<file path="src/rtl/pix_unpack_pkg.sv">
// Shared encodings for the pixel component unpacker.
// Assumes: configuration fields are 2 bits wide; tags fit in 2 bits.
package pix_unpack_pkg;

    localparam logic [1:0] FMT_TEN   = 2'd0;
    localparam logic [1:0] FMT_EIGHT = 2'd1;
    localparam logic [1:0] FMT_PAIR  = 2'd2;
    localparam logic [1:0] FMT_RAW   = 2'd3;

    localparam logic [1:0] ARR_MONO   = 2'd0;
    localparam logic [1:0] ARR_CHROMA = 2'd1;
    localparam logic [1:0] ARR_TRIPLE = 2'd2;

    localparam logic [1:0] COMP_Y  = 2'd0;
    localparam logic [1:0] COMP_CB = 2'd1;
    localparam logic [1:0] COMP_CR = 2'd2;

    typedef enum logic [1:0] {
        ST_IDLE = 2'd0,
        ST_RUN  = 2'd1,
        ST_FULL = 2'd2
    } unpack_state_e;

endpackage

</file>
<file path="src/rtl/pix_word_slicer.sv">
// Splits one host word into at most two component values.
// Assumes: DATA_W >= SAMP_W >= 10; packed bytes are zero-extended.
module pix_word_slicer
    import pix_unpack_pkg::*;
#(
    parameter int DATA_W = 16,
    parameter int SAMP_W = 14
) (
    input  logic [1:0]        fmt,
    input  logic [DATA_W-1:0] word,
    output logic [SAMP_W-1:0] first,
    output logic [SAMP_W-1:0] second,
    output logic              paired
);

    // Field selection by sample format.
    always_comb begin
        second = '0;
        paired = 1'b0;
        case (fmt)
            FMT_TEN:   first = SAMP_W'(word[9:0]);
            FMT_EIGHT: first = SAMP_W'(word[7:0]);
            FMT_PAIR: begin
                first  = SAMP_W'(word[15:8]);
                second = SAMP_W'(word[7:0]);
                paired = 1'b1;
            end
            default:   first = word[DATA_W-1 -: SAMP_W];
        endcase
    end

endmodule

</file>
<file path="src/rtl/pix_comp_seq.sv">
// Produces the component tag for the next emitted component.
// Assumes: advance pulses once per output handshake; clear on tile start.
module pix_comp_seq
    import pix_unpack_pkg::*;
(
    input  logic       clk,
    input  logic       rst_n,
    input  logic       clear,
    input  logic       advance,
    input  logic [1:0] arr,
    output logic [1:0] comp
);

    logic [1:0] phase_q;

    // Phase counter over the four-slot interleave pattern.
    always_ff @(posedge clk) begin
        if (!rst_n || clear) phase_q <= '0;
        else if (advance)    phase_q <= phase_q + 2'd1;
    end

    // Tag decode from arrangement and phase.
    always_comb begin
        case (arr)
            ARR_TRIPLE: comp = !phase_q[0] ? COMP_Y : (phase_q[1] ? COMP_CR : COMP_CB);
            ARR_CHROMA: comp = phase_q[0] ? COMP_CR : COMP_CB;
            default:    comp = COMP_Y;
        endcase
    end

endmodule

</file>
<file path="src/rtl/pix_tile_counter.sv">
// Counts emitted components against the programmed tile size.
// Assumes: width*height*2 fits in 2*DIM_W+1 bits; size is nonzero.
module pix_tile_counter #(
    parameter int DIM_W = 9
) (
    input  logic             clk,
    input  logic             rst_n,
    input  logic             load,
    input  logic [DIM_W-1:0] width,
    input  logic [DIM_W-1:0] height,
    input  logic             double_rate,
    input  logic             step,
    output logic             last
);

    localparam int CNT_W = 2 * DIM_W + 1;

    logic [CNT_W-1:0] total_q;
    logic [CNT_W-1:0] count_q;

    // Capture the tile total at start and count emitted components.
    always_ff @(posedge clk) begin
        if (!rst_n) begin
            total_q <= '0;
            count_q <= '0;
        end else if (load) begin
            total_q <= (CNT_W'(width) * CNT_W'(height)) << double_rate;
            count_q <= '0;
        end else if (step) begin
            count_q <= count_q + 1'b1;
        end
    end

    // Last-component detect on the current handshake.
    assign last = step && (count_q == total_q - 1'b1);

endmodule

</file>
<file path="src/rtl/pix_unpack.sv">
// Pixel component unpacker top: host words in, tagged components out.
// Assumes: cfg_* are stable around start; tile size is even in packed mode.
module pix_unpack
    import pix_unpack_pkg::*;
#(
    parameter int DIM_W  = 9,
    parameter int DATA_W = 16,
    parameter int SAMP_W = 14
) (
    input  logic              clk,
    input  logic              rst_n,
    input  logic              start,
    input  logic [1:0]        cfg_fmt,
    input  logic [1:0]        cfg_arr,
    input  logic [DIM_W-1:0]  cfg_width,
    input  logic [DIM_W-1:0]  cfg_height,
    input  logic              in_valid,
    output logic              in_ready,
    input  logic [DATA_W-1:0] in_data,
    output logic              out_valid,
    input  logic              out_ready,
    output logic [SAMP_W-1:0] out_data,
    output logic [1:0]        out_comp,
    output logic              done,
    output logic              overrun
);

    unpack_state_e     state_q;
    logic [1:0]        fmt_q;
    logic [1:0]        arr_q;
    logic [SAMP_W-1:0] slot0_q;
    logic [SAMP_W-1:0] slot1_q;
    logic [1:0]        pend_q;
    logic              ovr_q;

    logic [SAMP_W-1:0] cut_first;
    logic [SAMP_W-1:0] cut_second;
    logic              cut_paired;
    logic              take;
    logic              emit;
    logic              tile_last;

    pix_word_slicer #(.DATA_W(DATA_W), .SAMP_W(SAMP_W)) i_slicer (
        .fmt    (fmt_q),
        .word   (in_data),
        .first  (cut_first),
        .second (cut_second),
        .paired (cut_paired)
    );

    pix_comp_seq i_seq (
        .clk     (clk),
        .rst_n   (rst_n),
        .clear   (start),
        .advance (emit),
        .arr     (arr_q),
        .comp    (out_comp)
    );

    pix_tile_counter #(.DIM_W(DIM_W)) i_count (
        .clk         (clk),
        .rst_n       (rst_n),
        .load        (start),
        .width       (cfg_width),
        .height      (cfg_height),
        .double_rate (cfg_arr == ARR_TRIPLE),
        .step        (emit),
        .last        (tile_last)
    );

    // Input acceptance: room for a word, or draining surplus after the tile.
    always_comb begin
        case (state_q)
            ST_RUN:  in_ready = (pend_q == 2'd0) || (pend_q == 2'd1 && out_ready);
            ST_FULL: in_ready = 1'b1;
            default: in_ready = 1'b0;
        endcase
    end

    assign take      = in_valid && in_ready;
    assign out_valid = (state_q == ST_RUN) && (pend_q != 2'd0);
    assign emit      = out_valid && out_ready;
    assign out_data  = slot0_q;
    assign done      = (state_q == ST_FULL);
    assign overrun   = ovr_q;

    // Control state, configuration capture and holding slots.
    always_ff @(posedge clk) begin
        if (!rst_n) begin
            state_q <= ST_IDLE;
            fmt_q   <= FMT_TEN;
            arr_q   <= ARR_MONO;
            slot0_q <= '0;
            slot1_q <= '0;
            pend_q  <= '0;
            ovr_q   <= 1'b0;
        end else if (start) begin
            state_q <= ST_RUN;
            fmt_q   <= cfg_fmt;
            arr_q   <= cfg_arr;
            pend_q  <= '0;
            ovr_q   <= 1'b0;
        end else begin
            case (state_q)
                ST_RUN: begin
                    if (tile_last) begin
                        state_q <= ST_FULL;
                        pend_q  <= '0;
                        if (take) ovr_q <= 1'b1;
                    end else if (take) begin
                        slot0_q <= cut_first;
                        slot1_q <= cut_second;
                        pend_q  <= cut_paired ? 2'd2 : 2'd1;
                    end else if (emit) begin
                        slot0_q <= slot1_q;
                        pend_q  <= pend_q - 2'd1;
                    end
                end
                ST_FULL: begin
                    if (take) ovr_q <= 1'b1;
                end
                default: ;
            endcase
        end
    end

endmodule

</file>
<file path="config.mk">
export PLATFORM = sky130hd
export DESIGN_NAME = pix_unpack
export DESIGN_NICKNAME = d
export VERILOG_FILES = /design/src/rtl/pix_unpack_pkg.sv /design/src/rtl/pix_word_slicer.sv /design/src/rtl/pix_comp_seq.sv /design/src/rtl/pix_tile_counter.sv /design/src/rtl/pix_unpack.sv
export SDC_FILE = /design/constraint.sdc
export NUM_CORES = 1
export LEC_CHECK = 0
export BUFFER_PORTS_ARGS = -buffer_cell sky130_fd_sc_hd__buf_2
export CAP_MARGIN = 20
export CORE_MARGIN = 2
export CORE_UTILIZATION = 41
export CTS_CLUSTER_SIZE = 14
export DETAILED_ROUTE_END_ITERATION = 16
export HOLD_SLACK_MARGIN = 0.06
export REMOVE_ABC_BUFFERS = 1
export SLEW_MARGIN = 20
export SYNTH_ARGS = -nofsm -noshare
export SYNTH_HDL_FRONTEND = slang
export SYNTH_SLANG_ARGS = --single-unit
</file>
<file path="constraint.sdc">
create_clock -name clk -period 5 [get_ports clk]
set_input_delay 0.25 -clock clk [delete_from_list [all_inputs] [get_ports clk]]
set_output_delay 0.25 -clock clk [all_outputs]
set_load 0.02 [all_outputs]
</file>
# [Word level (Yosys, flattened, before mapping)]
# Index checks and enable logic that the tools add are counted.
[op_classes] n_addsub=4 n_mul=1 n_eq_ne=10 shifts=1 muxes=20 bitwise=3 reduce_logical=23
[ops] operator="case mux 14 bit (3 select lines)" count=1
[ops] operator="2-to-1 mux 14 bit" count=2
[ops] operator="adder 19 x 1 -> 19 bit, second input constant" count=1
[ops] operator="== test 19 bit" count=1
[ops] operator="left shift 18 x 1 -> 19 bit" count=1
[ops] operator="subtractor 19 x 1 -> 19 bit, second input constant" count=1
[ops] operator="multiplier 9 x 9 -> 18 bit" count=1
[ops] operator="2-to-1 mux 2 bit" count=7
[ops] operator="nonzero test 2 bit" count=5
[ops] operator="== test 2 x 1 -> 1 bit, second input constant" count=4
[ops] operator="== test 2 bit, second input constant" count=4
[ops] operator="2-to-1 mux 8 bit" count=1
[ops] operator="AND reduction 2 bit" count=4
[ops] operator="AND reduction 4 bit" count=2
[ops] operator="2-to-1 mux 1 bit" count=6
[ops] operator="logical AND 1 bit" count=5
[ops] operator="logical NOT 2 bit" count=2
[ops] operator="case mux 1 bit (2 select lines)" count=2
[ops] operator="case mux 2 bit (2 select lines)" count=1
[ops] operator="inverter 1 bit" count=3
[ops] operator="nonzero test 3 bit" count=1
[ops] operator="adder 2 x 1 -> 2 bit, second input constant" count=1
[ops] operator="logical OR 1 bit" count=2
[ops] operator="!= test 2 x 1 -> 1 bit, second input constant" count=1
[ops] operator="other kinds (3)" count=3
[totals] reg_bits=77 in_bits=43 out_inout_bits=20 elab_cells=73

# [Depth between registers and ports, before layout]
# Gate-level depths: netlist of run 1.
[logic_depth] ltp_word=8 depth_mapped=20 mapped_depth_nobuf=19

# [Cells and area by module]
# From an unflattened synthesis of run 1, not the netlist that was laid out.
[unflattened] cells_unflattened=878 area_unflattened_um2=7258.2
[modules_own_cells] mod="pix_tile_counter" n_inst=1 cells_per_inst=631 area_per_inst_um2=5079.9 seq_area_each_um2=760.7
[modules_own_cells] mod="pix_unpack" n_inst=1 cells_per_inst=175 area_per_inst_um2=1654.1 seq_area_each_um2=740.7
[modules_own_cells] mod="pix_word_slicer" n_inst=1 cells_per_inst=53 area_per_inst_um2=354.1 seq_area_each_um2=0.0
[modules_own_cells] mod="pix_comp_seq" n_inst=1 cells_per_inst=19 area_per_inst_um2=170.2 seq_area_each_um2=40.0

# [Worst setup path after synthesis of run 1]
# Ideal clock, no wire load.
[synth_path] path_type="input -> register" startpoint="input cfg_width[0]" endpoint="register i_count.total_q[17]" setup_time_ps=74 arrival_ps=4390 required_ps=4926 slack_ps=536 path_stages=18 path_buffers=1 path_cell_list="clkbuf_1 > nand2_1 > fa_1 > fa_1 > inv_1 > fa_1 > inv_1 > fa_1 > inv_1 > ha_1 > nand3_1 > o2111ai_1 > a221oi_1 > o21bai_1 > a21oi_1 > xnor2_1 > nand2_1 > a31oi_1"
[synth_between] elab_chain_len=2
[synth_rtl] element="start: declaration" line="pix_unpack.sv:15" text="input logic [DIM_W-1:0] cfg_width,"
[synth_rtl] element="multiplier 9 x 9 -> 18 bit" line="pix_tile_counter.sv:27" text="total_q <= (CNT_W'(width) * CNT_W'(height)) << double_rate;"
[synth_rtl] element="left shift 18 x 1 -> 19 bit" line="pix_tile_counter.sv:27"
[synth_rtl] element="end signal: assignment" line="pix_tile_counter.sv:27"
[synth_rtl] element="end: declaration" line="pix_tile_counter.sv:18" text="logic [CNT_W-1:0] total_q;"
# No other way between the ends.
# A chain may end at the register's enable or synchronous reset.

# [Worst setup path in the final report of run 1]
[layout_path] startpoint="input cfg_width[2]" endpoint="register i_count.total_q[17]"
# The elaborated chain is that of the path after synthesis.

==> results of run 1 <==
[cells in the mapped netlist, types with 3 or more instances]
cell type  number  area, um^2
fa_1           50        1001
clkbuf_1       25       93.84
nor3_1         13       65.06
nand4_1         7       43.79
a21oi_1        22       110.1
xnor2_1        29       254.0
o211a_1         8       80.08
nor4_1          3       18.77
o21ai_0        36       180.2
o211ai_1        6       45.04
o21bai_1        4       30.03
inv_1          84       315.3
nor2b_1        11       68.82
buf_6           6       67.56
dfxtp_1        71        1421
ha_1           48       600.6
a31oi_1         6       37.54
and2_1         54       337.8
nand2b_1        4       25.02
a221oi_1        3       26.28
xor2_1         26       227.7
nor2_1         37       138.9
a21o_1          3       22.52
buf_2           3       15.01
or3_1           6       37.54
and3_1          6       37.54
mux2i_1        36       360.4
nand3_1        32       160.2
nand2_1       123       461.7
[flip-flops by register name, indices dropped and copies added (netlist names)]
signal and count:
i_count.count_q 19, i_count.total_q 19, out_data 14, slot1_q 8
arr_q 2, fmt_q 2, i_seq.phase_q 2, pend_q 2
state_q 2, overrun 1
[power groups by stage]
stage / combinational [uW] / clock (uW) / sequential [uW]
6_report: 1310 / 735 / 677
5_1_grt: 1520 / 768 / 684
4_1_cts: 1330 / 748 / 677
3_5_place_dp: 1320 / 0 / 689
3_3_place_gp: 1320 / 0 / 688
2_1_floorplan: 1050 / 0 / 671
[worst max-delay path, delay by kind of cell]
kind	cells	cell delay (ps)
fa+ha+maj	5	2450
compound gates	6	1130
simple gates	2	270
buf+inv	3	240
xor+xnor	1	170
[final cells by class]
type                            instances  area [um^2]
Fill cell                            1691         8837
Multi-Input combinational cell        619         4820
Sequential cell                        71         1421
Timing Repair Buffer                   66        340.3
Inverter                               84        315.3
Tap cell                              220        275.3
Clock buffer                           11        232.7
Clock inverter                          5        106.4
[metrics by stage]
| step | hold WS [ps] | worst slack [ps] |
|---|---|---|
| 2_1_floorplan | 339.4 | 790.2 |
| 3_3_place_gp | 441.5 | 478.3 |
| 3_5_place_dp | 447.0 | 388.1 |
| 4_1_cts | 163.9 | 740.1 |
| 5_1_grt | 169.8 | 363.3 |
| 6_report | 170.5 | 760.1 |
[routing by layer]
layer,share of wire,routed length [um],global-route usage
met4,0.014,205,0.05376
met3,0.023,332,0.01877
met2,0.46,6510,0.2691
met1,0.50,7148,0.2392
met5,0,0,0
[cells in the final DEF (no fill, tap or decap), types with 3 or more instances in the layout]
cell type / Yosys / routed
clkbuf_16: 0 / 9
inv_1: 84 / 84
nand2_1: 123 / 123
o211a_1: 8 / 8
o21ai_0: 36 / 36
or3_1: 6 / 6
o211ai_1: 6 / 6
fa_1: 50 / 50
o21bai_1: 4 / 4
nand3_1: 32 / 32
xor2_1: 26 / 26
xnor2_1: 29 / 29
nor2b_1: 11 / 11
dfxtp_1: 71 / 71
nor2_1: 37 / 37
a21oi_1: 22 / 22
ha_1: 48 / 48
bufinv_16: 0 / 3
and3_1: 6 / 6
nand2b_1: 4 / 4
and2_1: 54 / 54
a31oi_1: 6 / 6
a21o_1: 3 / 3
buf_2: 3 / 62
nor4_1: 3 / 3
a221oi_1: 3 / 3
nor3_1: 13 / 13
nand4_1: 7 / 7
buf_4: 1 / 4
mux2i_1: 36 / 36
[kinds of logic after synthesis]
kind of cell | Yosys count | synth area share
and+or+nand+nor | 316 | 0.2364
AOI/OAI and AO/OA | 113 | 0.1124
xor gates and xnor gates | 55 | 0.07106
muxes | 37 | 0.05482
adders and majority gates | 98 | 0.2363
DFF | 71 | 0.2097
buffers and inverters | 122 | 0.07936
[final timing paths]
| kind | from | slack (ps) | end |
|---|---|---|---|
| worst max register to register | i_count.total_q[0] | 1460 | out_data[2] |
| worst min register to register | out_data[11] | 460 | out_data[11] |
| worst max-delay path | cfg_width[2] | 760 | i_count.total_q[17] |
| worst min-delay path | cfg_fmt[1] | 170 | fmt_q[1] |
==> impl_metrics.env, run 1 <==
export IMPL_status="finished, final reports clean"
export IMPL_crit_slowest_cell="fa_1"
export IMPL_clkPwrFrac=0.270
export IMPL_start_util=0.4147
export IMPL_rsz0062_at_grt="no"
export IMPL_seqPwrFrac=0.248
export IMPL_grt_pass1_wl_mm=24.72
export IMPL_synth_flop_cell="dfxtp_1"
export IMPL_dieArea_um2=17580
export IMPL_p_sw_frac=0.3836
export IMPL_die_h_um=132.6
export IMPL_slowest_delay_ps=540
export IMPL_grt_max_degree=71
export IMPL_core_area_um2=16350
export IMPL_cts_root_buf="clkbuf_16"
export IMPL_remaining_drc_errors=0
export IMPL_layout_area_overhead_vs_synth_pct=10.80
export IMPL_clock_sinks=71
export IMPL_cp_required_ps=5270
export IMPL_finalSetupViolCount=0
export IMPL_worstMarginPinSlew_ps=879.7
export IMPL_leakagePower_uw=0.003387
export IMPL_crit_top_cell="fa_1"
export IMPL_synth_edf_count=0
export IMPL_vias=5402
export IMPL_wl_mm=14.20
export IMPL_dpl_cell_count=1060
export IMPL_worst_setup_hold_path_clk_slew_ps=60
export IMPL_finalNetCount=992
export IMPL_io_pins=63
export IMPL_die_width_um=132.6
export IMPL_crit_arrival_ps=4510
export IMPL_clock_skew_ps=8.548
export IMPL_first_pass_iters=5
export IMPL_post_cts_setup_buffers=0
export IMPL_power_density_nw_per_um2=362.7
export IMPL_diodes=0
export IMPL_hold_path_depth=3
export IMPL_finalCriticalPeriod_ps=4240
export IMPL_hold_viol_final=0
export IMPL_yosysUniqueCellTypes=69
export IMPL_wl_per_cell_um=13.19
export IMPL_overflow=0
export IMPL_hpwl_mm=11.26
export IMPL_grt_pass1_vias=5189
export IMPL_place_area_um2=7172
export IMPL_drive_gt1_frac=0.1145
export IMPL_rows=47
export IMPL_syn_area_um2=6779
export IMPL_power_switching_uw=1045
export IMPL_syn_area_per_cell_um2=8.349
export IMPL_cp_cell_sequence="buf_2, and2_1, fa_1, fa_1, fa_1, inv_1, fa_1, inv_1, ha_1, a21oi_1, o21bai_1, a221oi_1, o21bai_1, a21oi_1, xnor2_1, nand2_1, a31oi_1"
export IMPL_grt_usage=0.1685
export IMPL_reg2reg_depth=10
export IMPL_ys_async_sr_fraction=0
export IMPL_numPortBuffers=62
export IMPL_detail_route_antenna_nets=0
export IMPL_viasPerCell=5.020
export IMPL_final_area_um2=7511
export IMPL_cts_buffers=9
export IMPL_yosysSeqAreaShare=0.2097
export IMPL_antenna_found_initial=0
export IMPL_synthCells=812
export IMPL_ctsHoldBuffers=0
export IMPL_end_kind="flop"
export IMPL_cts_tree="done"
export IMPL_instances_no_fill=1076
export IMPL_cts_resized=0
export IMPL_p_total_uw=2724
export IMPL_clkLatencyLatePin_ps=340
export IMPL_crit_type="primary input to flop"
export IMPL_pwr_share_comb=0.482
export IMPL_clk_path_buf_depth=2
export IMPL_hold_path_class="primary input to flop"
export IMPL_relSlewSlack=0.4104
export IMPL_fin_setup_tns_ps=0
export IMPL_intPower_uw=1679
export IMPL_max_freq_ghz=0.2359
export IMPL_start_kind="primary input"
export IMPL_ys_ff_latch=71
export IMPL_worstPathMaxFanout=9
export IMPL_ys_warn_count=0
export IMPL_peakVddDrop_mv=0.1622
export IMPL_drv_cap=0
export IMPL_place_congestion=0.8511
export IMPL_maxSlewViolCount=0
export IMPL_dr_first_iter_drc_count=334
export IMPL_fin_util=0.4594
export IMPL_period_share=0.8480
export IMPL_h_tree_depth=3
(Power assumes the default switching activity.)
==> run 2, diff against run 1 <==
- clock period: 5 -> 3.83 ns (I/O delays scaled with it)
==> run 2 against run 1 <==
  * Wire length is 5.9% higher
  * Sequential share of layout area is 2.2 points lower
  * Hold slack worse by 52 ps
  * Sequential power is 31% higher
==> impl_metrics.env, run 2 (synthesis results as in run 1) <==
export IMPL_max_freq_ghz=0.2640
export IMPL_hold_path_class="primary input to flop"
export IMPL_period_share=0.9891
export IMPL_finalCriticalPeriod_ps=3788
export IMPL_mostFrequentLayoutCells="113 x nand2_1, 73 x inv_1, 71 x dfxtp_1"
export IMPL_hold_path_depth=3
export IMPL_cts_buffers=9
export IMPL_mostFrequentLayoutCell="nand2_1"
export IMPL_drv_cap=0
export IMPL_clock_sinks=71
export IMPL_core_area_um2=16350
export IMPL_crit_slowest_cell="fa_1"
export IMPL_worstReg2RegStart="i_count.total_q[0]"
export IMPL_slowest_delay_ps=560
export IMPL_ctsHoldBuffers=0
export IMPL_worstMarginPinSlew_ps=828.9
export IMPL_worst_setup_hold_path_clk_slew_ps=60
export IMPL_grt_max_degree=70
export IMPL_reg2reg_setup_slack_ps=630
export IMPL_power_density_nw_per_um2=549.3
export IMPL_end_kind="flop"
export IMPL_dp_slack_ps=-616.3
export IMPL_start_util=0.4147
export IMPL_die_width_um=132.6
export IMPL_overflow=0
export IMPL_wl_mm=15.04
export IMPL_holdPathEnd="out_data[13]"
export IMPL_finalNetCount=1050
export IMPL_viasPerCell=4.949
export IMPL_dr_first_iter_drc_count=232
export IMPL_worstPathMaxFanout=5
export IMPL_layout_setup_ws_ps=41.71
export IMPL_clk_path_buf_depth=2
export IMPL_grt_pass1_vias=5327
export IMPL_crit_arrival_ps=4060
export IMPL_cts_tree="done"
export IMPL_cp_required_ps=4100
export IMPL_numPortBuffers=62
export IMPL_start_kind="primary input"
export IMPL_grt_pass1_wl_mm=25.42
export IMPL_remaining_drc_errors=0
export IMPL_cts_root_buf="clkbuf_16"
export IMPL_place_congestion=0.8501
export IMPL_clkLatencyLatePin_ps=340
export IMPL_io_pins=63
export IMPL_leakagePower_uw=0.003772
export IMPL_vias=5612
export IMPL_drive_gt1_frac=0.2462
export IMPL_first_pass_iters=5
export IMPL_detail_route_antenna_nets=0
export IMPL_die_h_um=132.6
export IMPL_clock_skew_ps=8.939
export IMPL_layout_area_overhead_vs_synth_pct=25.14
export IMPL_antenna_found_initial=0
export IMPL_peakVddDrop_mv=0.3057
export IMPL_grt_usage=0.1735
export IMPL_hpwl_mm=11.45
export IMPL_crit_type="primary input to flop"
export IMPL_hold_viol_final=0
export IMPL_rsz0062_at_grt="yes"
export IMPL_maxSlewViolCount=0
export IMPL_dieArea_um2=17580
export IMPL_reg2reg_to="out_data[12]"
export IMPL_worstHoldStart="in_data[15]"
export IMPL_final_area_um2=8483
export IMPL_status="finished, final reports clean"
export IMPL_dpl_cell_count=1110
export IMPL_relSlewSlack=0.4461
export IMPL_diodes=0
export IMPL_fin_setup_tns_ps=0
export IMPL_cp_cell_sequence="buf_12, nand2_4, fa_1, inv_2, fa_2, fa_1, inv_2, fa_1, inv_2, ha_4, buf_6, o21ai_2, a21o_1, a21oi_4, a31oi_2, xor2_1, mux2_4, a21oi_2"
export IMPL_wl_per_cell_um=13.26
export IMPL_finalSetupViolCount=0
export IMPL_place_area_um2=7560
export IMPL_reg2reg_depth=11
export IMPL_h_tree_depth=3
export IMPL_instances_no_fill=1134
export IMPL_rows=47
-- run 2: worst max path at each step --
stage / from / end / slack, ps / cells after the start
6_report: cfg_width[7] / i_count.total_q[15] / 40 / 18
2_1_floorplan: cfg_width[0] / i_count.total_q[17] / -320 / 17
5_1_grt: cfg_width[7] / i_count.total_q[17] / -90 / 18
3_3_place_gp: cfg_width[2] / i_count.total_q[17] / -560 / 17
4_1_cts: cfg_height[2] / i_count.total_q[15] / -10 / 21
3_5_place_dp: cfg_height[8] / i_count.total_q[16] / -620 / 18
-- run 2: power by group --
group	total, uW	internal [uW]	switching, uW
Combinational	2800	1440	1360
Sequential	884	790	94.3
Clock	978	651	326
-- run 2: metrics by stage --
step / power (uW) / hold slack (ps) / util
finish: 4660 / 118.0 / 0.5189
global route: 5028 / 119.6 / 0.5189
CTS: 4171 / 101.7 / 0.4966
detailed placement: 2886 / 448.0 / 0.4624
global placement: 2872 / 444.0 / 0.4624
floorplan: 2251 / 280.9 / -
-- run 2: worst max-delay path: cells and delay by family --
kind / cells / cell delay [ps]
AO/OA/AOI/OAI: 5 / 650
multiplexers: 1 / 270
XOR/XNOR: 1 / 160
AND/OR/NAND/NOR: 1 / 50
buffers and inverters: 5 / 330
adder cells (fa/ha/maj): 5 / 2410
-- run 2: cell type report --
type	count	area, um^2
inverters	84	317.8
well taps	220	275.3
clock buffers	10	239.0
fillers	1597	7865
repair buffers	124	913.4
multi-input cells	619	5209
clock inverters	6	107.6
flip-flops and latches	71	1421
-- run 2: repair_timing --
item / in CTS / in global routing
endpoints found under the setup margin: 7 / 8
pin swaps: 33 / 59
resized for setup: 47 / 76
setup buffers: 0 / 8
gates cloned: 0 / 0
-- run 2: per-layer routing --
metal / routed length (um) / vias to the layer above / GRT usage
li1: - / 2888 / -
met1: 7269 / 2641 / 0.2369
met2: 7307 / 74 / 0.2887
met3: 324 / 9 / 0.02605
met4: 136 / 0 / 0.04361
met5: 0 / - / 0
==> run 3, diff against run 2 <==
- CORE_ASPECT_RATIO: default -> 1.25
- CORE_UTILIZATION: 41 -> 55
- PLACE_DENSITY: default -> 0.78
- SLEW_MARGIN: 20 -> 30
==> run 3 against run 2 <==
  * The flow now finishes with violations (setup timing)
  * Global-route usage grew 6.6 points
  * Clock skew decreased by 0.74 ps
  * Via count up 3.9%
==> impl_metrics.env, run 3 (synthesis results as in run 1) <==
export IMPL_status="complete, but fails checks"
export IMPL_violations="setup timing"
export IMPL_relSlewSlack=0.4468
export IMPL_start_kind="primary input"
export IMPL_rsz0062_at_grt="yes"
export IMPL_final_area_um2=8293
export IMPL_end_kind="flop"
export IMPL_crit_arrival_ps=4100
export IMPL_clkLatencyLatePin_ps=330
export IMPL_intPower_uw=2631
export IMPL_clkPwrFrac=0.178
export IMPL_grt_pass1_vias=5685
export IMPL_wl_mm=15.79
export IMPL_remaining_drc_errors=0
export IMPL_first_pass_iters=6
export IMPL_start_util=0.5600
export IMPL_hold_path_class="primary input to flop"
export IMPL_slowest_delay_ps=560
export IMPL_detail_route_antenna_nets=0
export IMPL_core_area_um2=12110
export IMPL_wl_per_cell_um=14.74
export IMPL_place_congestion=0.8605
export IMPL_grt_usage=0.2391
export IMPL_worstPathMaxFanout=5
export IMPL_cp_cell_sequence="buf_8, nand2_4, fa_1, inv_1, fa_1, fa_1, inv_2, fa_1, inv_2, ha_4, nand3_4, o2111ai_4, a221oi_4, o21bai_1, a21oi_1, xnor2_1, nand2_1, a31oi_1"
export IMPL_cts_buffers=9
export IMPL_multi_input_area_um2=5187
export IMPL_clock_sinks=71
export IMPL_hold_viol_final=0
export IMPL_leakagePower_uw=0.003730
export IMPL_h_tree_depth=3
export IMPL_drive_gt1_frac=0.2415
export IMPL_overflow=0
export IMPL_drv_cap=0
export IMPL_instances_no_fill=1071
export IMPL_cp_buffers_inverters=4
export IMPL_layout_setup_ws_ps=-17.55
export IMPL_power_density_nw_per_um2=530.9
export IMPL_cts_root_buf="clkbuf_16"
export IMPL_maxSlewViolCount=0
export IMPL_cts_tree="done"
export IMPL_place_area_um2=7445
export IMPL_p_sw_frac=0.4024
export IMPL_finalNetCount=1043
export IMPL_clk_path_buf_depth=2
export IMPL_dpl_cell_count=1048
export IMPL_crit_slowest_cell="fa_1"
export IMPL_antenna_found_initial=0
export IMPL_dr_first_iter_drc_count=275
export IMPL_cp_required_ps=4080
export IMPL_mostFrequentLayoutCell="nand2_1"
export IMPL_diodes=0
export IMPL_vias=5830
export IMPL_dieArea_um2=13240
export IMPL_fillers=931
export IMPL_critPathTopFamily="adder cells"
export IMPL_clock_skew_ps=8.202
export IMPL_numPortBuffers=62
export IMPL_peakVddDrop_mv=0.3900
export IMPL_worstMarginPinSlew_ps=827.8
export IMPL_seqPwrFrac=0.201
export IMPL_pwr_share_comb=0.621
export IMPL_grt_pass1_wl_mm=25.59
export IMPL_worst_setup_hold_path_clk_slew_ps=60
export IMPL_hpwl_mm=11.52
export IMPL_rows=45
export IMPL_crit_type="primary input to flop"
export IMPL_finalCriticalPeriod_ps=3848
export IMPL_period_share=1.005
export IMPL_max_freq_ghz=0.2599
export IMPL_finalSetupViolCount=3
export IMPL_die_width_um=103.3
export IMPL_whs_ps=125.9
export IMPL_crit_top_cell="fa_1"
export IMPL_grt_max_degree=70
export IMPL_mostFrequentLayoutCells="108 x nand2_1, 76 x inv_1, 71 x dfxtp_1"
export IMPL_io_pins=63
export IMPL_dp_slack_ps=-671.7
export IMPL_die_h_um=128.1
export IMPL_layout_area_overhead_vs_synth_pct=22.33
export IMPL_ctsHoldBuffers=0
export IMPL_power_switching_uw=1772
export IMPL_viasPerCell=5.444
export IMPL_ff_latch_area_um2=1421
-- run 3: cell count changes in the layout (fill, tap and decap cells not counted), moves of 3 or more --
cell       delta
inv_1         +3
nand2_1       -5
bufinv_16     -3
buf_6         +4
nand2_2       +5
and2_1        -5
buf_4        -11
inv_2         -3
and2_4        +5
-- run 3: worst register-to-register path: cells and delay by family, from the launching register on --
family,cells,cell delay (ps)
AOI/OAI and AO/OA,1,450
adders and majority gates,1,330
buffers and inverters,2,330
DFF,1,340
muxes,1,240
and+or+nand+nor,6,1590
-- run 3: final timing paths --
kind | from | endpoint | slack [ps] | cells after the start
worst max-delay path | cfg_width[8] | i_count.total_q[17] | -20 | 18
worst min-delay path | in_data[15] | out_data[13] | 130 | 3
worst max register to register | i_count.total_q[0] | out_data[3] | 500 | 11
worst min register to register | out_data[7] | out_data[7] | 450 | 2
-- run 3: power groups by stage --
stage | Combinational [uW] | Clock (uW) | Sequential (uW)
floorplan | 1370 | 0 | 876
global placement | 1910 | 0 | 896
detailed placement | 1960 | 0 | 899
CTS | 2240 | 793 | 883
global route | 3020 | 825 | 892
finish | 2730 | 785 | 884
-- run 3: area by class of cell --
| cell class | instances | share of cell area |
|---|---|---|
| flip-flops and latches | 71 | 0.1714 |
| multi-input cells | 619 | 0.6255 |
| clock inverters | 5 | 0.003923 |
| inverters | 84 | 0.03832 |
| well taps | 164 | 0.02474 |
| clock buffers | 11 | 0.03048 |
| repair buffers | 117 | 0.1056 |
-- run 3: what timing repair did --
item                       in CTS  in global routing
buffers inserted                2                  6
gates resized for setup        63                 66
pin swaps                      40                 55
cloned                          0                  0
setup endpoints to repair       8                  9
-- run 3: stage by stage --
| step | power, uW | util | setup TNS [ps] |
|---|---|---|---|
| floorplan | 2251 | - | -1351 |
| global placement | 2811 | 0.6150 | -4219 |
| detailed placement | 2857 | 0.6150 | -5125 |
| CTS | 3920 | 0.6588 | 0 |
| global route | 4734 | 0.6851 | -928.5 |
| finish | 4403 | 0.6851 | -37.94 |
-- run 3: routing by layer --
metal,up-vias,wire length [um],part of all wire,track usage
li1,2878,-,-,-
met1,2767,6235,0.39,0.2721
met2,151,8639,0.55,0.4469
met3,34,493,0.031,0.02726
met4,0,420,0.027,0.09056
met5,-,0,0,0
